## src/rtl/lt_pkg.sv

```systemverilog
package lt_pkg;
   localparam int BYTE_W  = 8;
   localparam int CFG_W   = 16;
   localparam int CFG_BYT = CFG_W / BYTE_W;

   typedef struct packed {
      logic [BYTE_W-1:0] lat;
      logic [BYTE_W-1:0] line;
   } lt_cfg_t;
endpackage

```

## src/rtl/lt_cfg_reg.sv

```systemverilog
module lt_cfg_reg #(
   parameter int LANES  = 2,
   parameter int LANE_W = 8
) (
   input  logic                     clk,
   input  logic                     rst_n,
   input  logic                     wr_en,
   input  logic [LANES-1:0]         wr_be,
   input  logic [LANES*LANE_W-1:0]  wr_data,
   output logic [LANES*LANE_W-1:0]  q
);
   if (LANES < 1 || LANE_W < 1) begin : g_bad_geom
      $error("lt_cfg_reg: lane geometry must be positive");
   end

   for (genvar b = 0; b < LANES; b++) begin : g_lane
      always_ff @(posedge clk or negedge rst_n) begin
         if (!rst_n) begin
            q[b*LANE_W +: LANE_W] <= '0;
         end else if (wr_en && wr_be[b]) begin
            q[b*LANE_W +: LANE_W] <= wr_data[b*LANE_W +: LANE_W];
         end
      end
   end
endmodule

```

## src/rtl/lt_sat_counter.sv

```systemverilog
module lt_sat_counter #(
   parameter int CNT_W = 8
) (
   input  logic             clk,
   input  logic             rst_n,
   input  logic             run,
   output logic [CNT_W-1:0] count
);
   localparam logic [CNT_W-1:0] CNT_MAX = {CNT_W{1'b1}};

   if (CNT_W < 1) begin : g_bad_w
      $error("lt_sat_counter: CNT_W must be positive");
   end

   always_ff @(posedge clk or negedge rst_n) begin
      if (!rst_n) begin
         count <= '0;
      end else if (!run) begin
         count <= '0;
      end else if (count != CNT_MAX) begin
         count <= count + 1'b1;
      end
   end
endmodule

```

## src/rtl/lt_expiry.sv

```systemverilog
module lt_expiry #(
   parameter int CNT_W = 8,
   parameter int LAT_W = 8
) (
   input  logic             clk,
   input  logic             rst_n,
   input  logic             frame,
   input  logic             gnt,
   input  logic [CNT_W-1:0] count,
   input  logic [LAT_W-1:0] limit,
   output logic             expired,
   output logic             end_req
);
   localparam int CMP_W = (CNT_W > LAT_W) ? CNT_W : LAT_W;

   logic [CMP_W-1:0] cnt_x;
   logic [CMP_W-1:0] lim_x;
   logic             reached;
   logic             sticky_q;

   if (CNT_W < LAT_W) begin : g_bad_w
      $error("lt_expiry: counter narrower than limit can never reach it");
   end

   if (CNT_W == CMP_W) begin : g_cnt_wide
      assign cnt_x = count;
   end else begin : g_cnt_ext
      assign cnt_x = {{(CMP_W-CNT_W){1'b0}}, count};
   end

   if (LAT_W == CMP_W) begin : g_lim_wide
      assign lim_x = limit;
   end else begin : g_lim_ext
      assign lim_x = {{(CMP_W-LAT_W){1'b0}}, limit};
   end

   assign reached = (cnt_x >= lim_x);
   assign expired = frame && (sticky_q || reached);
   assign end_req = expired && !gnt;

   always_ff @(posedge clk or negedge rst_n) begin
      if (!rst_n) begin
         sticky_q <= 1'b0;
      end else begin
         sticky_q <= expired;
      end
   end
endmodule

```

## src/rtl/lt_line_gate.sv

```systemverilog
module lt_line_gate #(
   parameter int LINE_W = 8,
   parameter int LEN_W  = 12
) (
   input  logic [LINE_W-1:0] line,
   input  logic [LEN_W-1:0]  rem_len,
   output logic              ok
);
   localparam int CMP_W = (LEN_W > LINE_W) ? LEN_W : LINE_W;

   logic [CMP_W-1:0] line_x;
   logic [CMP_W-1:0] len_x;

   if (LINE_W == CMP_W) begin : g_line_wide
      assign line_x = line;
   end else begin : g_line_ext
      assign line_x = {{(CMP_W-LINE_W){1'b0}}, line};
   end

   if (LEN_W == CMP_W) begin : g_len_wide
      assign len_x = rem_len;
   end else begin : g_len_ext
      assign len_x = {{(CMP_W-LEN_W){1'b0}}, rem_len};
   end

   assign ok = (line != '0) && (len_x >= line_x);
endmodule

```

## src/rtl/lat_guard.sv

```systemverilog
module lat_guard #(
   parameter int CNT_W = 8,
   parameter int LEN_W = 12
) (
   input  logic                       clk,
   input  logic                       rst_n,
   input  logic                       cfg_wr_en,
   input  logic [lt_pkg::CFG_BYT-1:0] cfg_wr_be,
   input  logic [lt_pkg::CFG_W-1:0]   cfg_wr_data,
   output logic [lt_pkg::CFG_W-1:0]   cfg_rd_data,
   input  logic                       frame_i,
   input  logic                       gnt_i,
   input  logic [LEN_W-1:0]           rem_len_i,
   output logic                       expired_o,
   output logic                       end_req_o,
   output logic                       line_cmd_ok_o
);
   import lt_pkg::*;

   localparam int LAT_W  = BYTE_W;
   localparam int LINE_W = BYTE_W;

   if (LEN_W < 1) begin : g_bad_len
      $error("lat_guard: LEN_W must be positive");
   end

   lt_cfg_t           cfg_q;
   lt_cfg_t           snap_q;
   lt_cfg_t           eff;
   logic              active_q;
   logic              in_txn;
   logic [CNT_W-1:0]  count;
   logic [CFG_W-1:0]  cfg_bits;

   lt_cfg_reg #(.LANES(CFG_BYT), .LANE_W(BYTE_W)) u_cfg (
      .clk     (clk),
      .rst_n   (rst_n),
      .wr_en   (cfg_wr_en),
      .wr_be   (cfg_wr_be),
      .wr_data (cfg_wr_data),
      .q       (cfg_bits)
   );

   assign cfg_q       = lt_cfg_t'(cfg_bits);
   assign cfg_rd_data = cfg_bits;

   // A transaction is "running" once FRAME has been seen at an edge; in its
   // first cycle the live register still supplies the values.
   assign in_txn = frame_i && active_q;
   assign eff    = in_txn ? snap_q : cfg_q;

   always_ff @(posedge clk or negedge rst_n) begin
      if (!rst_n) begin
         active_q <= 1'b0;
         snap_q   <= '0;
      end else begin
         active_q <= frame_i;
         if (frame_i && !active_q) begin
            snap_q <= cfg_q;
         end
      end
   end

   lt_sat_counter #(.CNT_W(CNT_W)) u_cnt (
      .clk   (clk),
      .rst_n (rst_n),
      .run   (frame_i),
      .count (count)
   );

   lt_expiry #(.CNT_W(CNT_W), .LAT_W(LAT_W)) u_exp (
      .clk     (clk),
      .rst_n   (rst_n),
      .frame   (frame_i),
      .gnt     (gnt_i),
      .count   (count),
      .limit   (eff.lat),
      .expired (expired_o),
      .end_req (end_req_o)
   );

   lt_line_gate #(.LINE_W(LINE_W), .LEN_W(LEN_W)) u_line (
      .line    (eff.line),
      .rem_len (rem_len_i),
      .ok      (line_cmd_ok_o)
   );
endmodule

```

## config.mk

```make
export PLATFORM = sky130hd
export DESIGN_NAME = lat_guard
export DESIGN_NICKNAME = d
export VERILOG_FILES = /design/src/rtl/lt_pkg.sv /design/src/rtl/lt_cfg_reg.sv /design/src/rtl/lt_sat_counter.sv /design/src/rtl/lt_expiry.sv /design/src/rtl/lt_line_gate.sv /design/src/rtl/lat_guard.sv
export SDC_FILE = /design/constraint.sdc
export NUM_CORES = 1
export LEC_CHECK = 0
export CORE_AREA = 2 2 72 74
export CTS_CLUSTER_SIZE = 30
export DETAILED_ROUTE_END_ITERATION = 6
export DIE_AREA = 0 0 74 76
export HOLD_SLACK_MARGIN = 0.1
export PLACE_DENSITY = 0.79
export SLEW_MARGIN = 25
export SYNTH_ARGS = -nofsm -noshare
export SYNTH_HDL_FRONTEND = slang
export SYNTH_HIERARCHICAL = 1
export SYNTH_SLANG_ARGS = --single-unit
```

## constraint.sdc

```tcl
create_clock -name clk -period 6.4 [get_ports clk]
set_input_delay 0.96 -clock clk [delete_from_list [all_inputs] [get_ports clk]]
set_output_delay 0.96 -clock clk [all_outputs]
set_load 0.02 [all_outputs]
```

==> results.sh <==
export IMPL_cp_max_fo=16
export IMPL_tns_ps=0
export IMPL_synthSimpleGateAreaFrac_pct=8.00
export IMPL_clk_path_buf_depth=2
export IMPL_outcome="finished clean"
export IMPL_syn_num_nets=245
export IMPL_clkSlewWorstSetupHoldPaths_ps=70
export IMPL_drive_gt1_share_pct=26.8
export IMPL_rsz0062_at_grt="no"
export IMPL_insertion_delay_ps=290
export IMPL_power_frac_comb_pct=28.5
export IMPL_cts_made_buffers=5
export IMPL_max_slew_margin_rel_pct=59.8
export IMPL_die_y_um=76
export IMPL_grt_overflow=0
export IMPL_antenna_found_initial=0
export IMPL_cp_start_kind="primary input"
export IMPL_max_slew_worst_pin_slew_ps=602
export IMPL_synth_cell_types=38
export IMPL_grt_usage_pct=18.2
export IMPL_async_flop_share_pct=100
export IMPL_worst_setup_path_end_kind="output pin"
export IMPL_synth_top_area_cell="dfrtp_1"
export IMPL_cts_repair_resized=0
export IMPL_vias=1655
export IMPL_p_sw_mw=0.204
export IMPL_synth_compound_area_share_pct=9.58
export IMPL_clockRootBuffer="clkbuf_8"
export IMPL_finalNetCount=302
export IMPL_synth_area_per_cell_um2=12.3
export IMPL_seqPwrFrac_pct=44.2
export IMPL_worstHoldPathType="flop to flop"
export IMPL_drtPass1Iterations=4
export IMPL_ir_drop_uv=202
export IMPL_drtIter0Drc=29
export IMPL_clock_skew_final_ps=2.26
export IMPL_io_buffer_count=53
export IMPL_synth_top_area_share_pct=44.2
export IMPL_r2r_start="active_q"
export IMPL_synth_area_um2=2380
export IMPL_floorplan_initialDensity_pct=48.4
export IMPL_fin_ws_ps=1520
export IMPL_ff2ff_setup_slack_ps=4140
export IMPL_arrival_ps=3920
export IMPL_synth_xor_area_share_pct=0
export IMPL_drv_cap=0
export IMPL_internal_power_mw=0.561
export IMPL_hpwl_um=3370
export IMPL_ff2ff_path_depth=6
export IMPL_io_pins=54
export IMPL_synth_warnings=6
export IMPL_clkPwrFrac_pct=27.3
export IMPL_grt_max_degree=43
export IMPL_viasPerCell=5.17
export IMPL_slew_viol_final=0
export IMPL_wire_per_inst_um=14.2
export IMPL_power_density_nw_per_um2=248
export IMPL_timing_hold_ws_ps=508
export IMPL_drc_errors=0
export IMPL_cts_tree="yes"
export IMPL_synth_edf_count=0
export IMPL_htreeDepth=2
export IMPL_core_area_um2=4910
export IMPL_drt_wl_total_um=4560
export IMPL_synth_top_family_by_area="multiplexers"
export IMPL_netSwitchingFraction_pct=26.7
export IMPL_period_needed_ps=4880
export IMPL_worstSetupPathType="primary input to output pin"
export IMPL_grt_pass1_vias=1685
export IMPL_area_delta_synth_final_pct=29.7
export IMPL_drt_antenna_violating_nets=0
export IMPL_synthFlopType="dfrtp_1"
export IMPL_die_x_um=74
export IMPL_antenna_cells=0
export IMPL_setup_violations=0
export IMPL_post_cts_setup_buffers=0
export IMPL_synthCells=193
export IMPL_min_period_over_period_pct=76.3
export IMPL_dp_cells=312
export IMPL_grt_pass1_wl_um=7920
export IMPL_p_leak_nw=1.35
export IMPL_synth_area_leaders="dfrtp_1, mux2_2, ha_1"
export IMPL_postCtsHoldBufs=0
export IMPL_hold_violations=0
export IMPL_ys_seq_area_share_pct=44.2
export IMPL_place_ws_ps=1490
export IMPL_fmax_mhz=205
export IMPL_critPathCapture="line_cmd_ok_o"
export IMPL_worstPathRequired_ps=5440
export IMPL_clock_sinks=42
export IMPL_rr_endpoint="u_exp/sticky_q"
export IMPL_synth_fa_ha_area_share_pct=8.95
export IMPL_std_cell_rows=26
export IMPL_ys_ff_latch=42
export IMPL_gp_congestion=0.763
export IMPL_startpoint="frame_i"
export IMPL_synthMuxAreaShare_pct=24.3
export IMPL_stdcell_count=320
export IMPL_dieArea_um2=5620
[logic make-up (layout without fill, tap and decap cells)]
logic type | count (synthesis) | count (layout)
AO/OA/AOI/OAI | 29 | 29
flip-flops | 42 | 42
AND/OR/NAND/NOR | 32 | 32
buffers and inverters | 25 | 82
adder cells (fa/ha/maj) | 17 | 17
multiplexers | 48 | 48
[cell usage after synthesis (2+ instances only)]
cell type	number
nor4_1	3
nand2_2	3
mux2_2	38
mux2_4	10
o21ai_0	5
inv_1	21
dfrtp_1	42
nand2b_1	3
a31oi_1	3
o21a_1	2
buf_6	3
ha_1	17
a21oi_1	6
nand3_1	3
nor3_1	3
nand2_1	8
nand4_1	2
[flip-flops by register name, indices dropped and copies added, names as in the netlist]
register	count
active_q	1
snap_q	16
u_cfg/q	16
u_cnt/count	8
u_exp/sticky_q	1
[layout make-up]
cell class / count / area [um2]
clock buffers: 6 / 82.6
well taps: 70 / 87.6
flip-flops and latches: 42 / 1050
repair buffers: 54 / 546
clock inverters: 1 / 30.0
inverters: 21 / 78.8
fillers: 394 / 1830
multi-input cells: 126 / 1210
[critical path, cell delays in order]
cell             delay (ps)
clkdlybuf4s50_1         570
nand2_2                 400
mux2_2                  400
ha_1                    280
nand2b_1                160
a2111oi_2               360
a2111oi_1                90
o21a_1                  180
clkdlybuf4s50_1         530
[worst min-delay path by stage]
stage,slack (ps),end,cells past startpoint,startpoint
finish,510,snap_q[15],1,snap_q[15]
detailed placement,490,snap_q[5],1,snap_q[5]
global placement,490,snap_q[15],1,snap_q[15]
floorplan,480,snap_q[11],1,snap_q[11]
global route,530,snap_q[2],1,snap_q[2]
CTS,510,snap_q[13],1,snap_q[13]
[routing by layer]
layer / GRT usage [%] / share of wire, %
met2: 28.9 / 48
met3: 3.84 / 3.6
met5: 0 / 0
met1: 24.2 / 46
met4: 6.73 / 1.8
[power by group through the flow]
stage | combinational [mW] | clock (mW) | sequential (mW)
6_report | 0.218 | 0.209 | 0.338
5_1_grt | 0.241 | 0.227 | 0.345
4_1_cts | 0.219 | 0.215 | 0.338
3_5_place_dp | 0.218 | 0 | 0.342
3_3_place_gp | 0.211 | 0 | 0.340
2_1_floorplan | 0.122 | 0 | 0.353
[stage by stage]
step                      util, %  cell area [um2]  power (mW)
after floorplan                 -             2380       0.475
after global placement       60.1             2950       0.551
after detailed placement     60.1             2950       0.559
after CTS                    62.4             3060       0.772
after global routing         62.8             3080       0.814
final                        62.8             3080       0.765
[placed cells by master, fill, tap and decap left out, types with 3 or more instances in the layout]
cell / instances
clkdlybuf4s50_1: 52
nand3_1: 3
nor3_1: 3
mux2_4: 10
nor4_1: 3
ha_1: 17
a31oi_1: 3
o21ai_0: 5
a21oi_1: 6
nand2_1: 8
nand2b_1: 3
clkbuf_8: 6
inv_1: 21
mux2_2: 38
nand2_2: 3
dfrtp_1: 42
No activity file was read; power rests on OpenSTA's default activity.
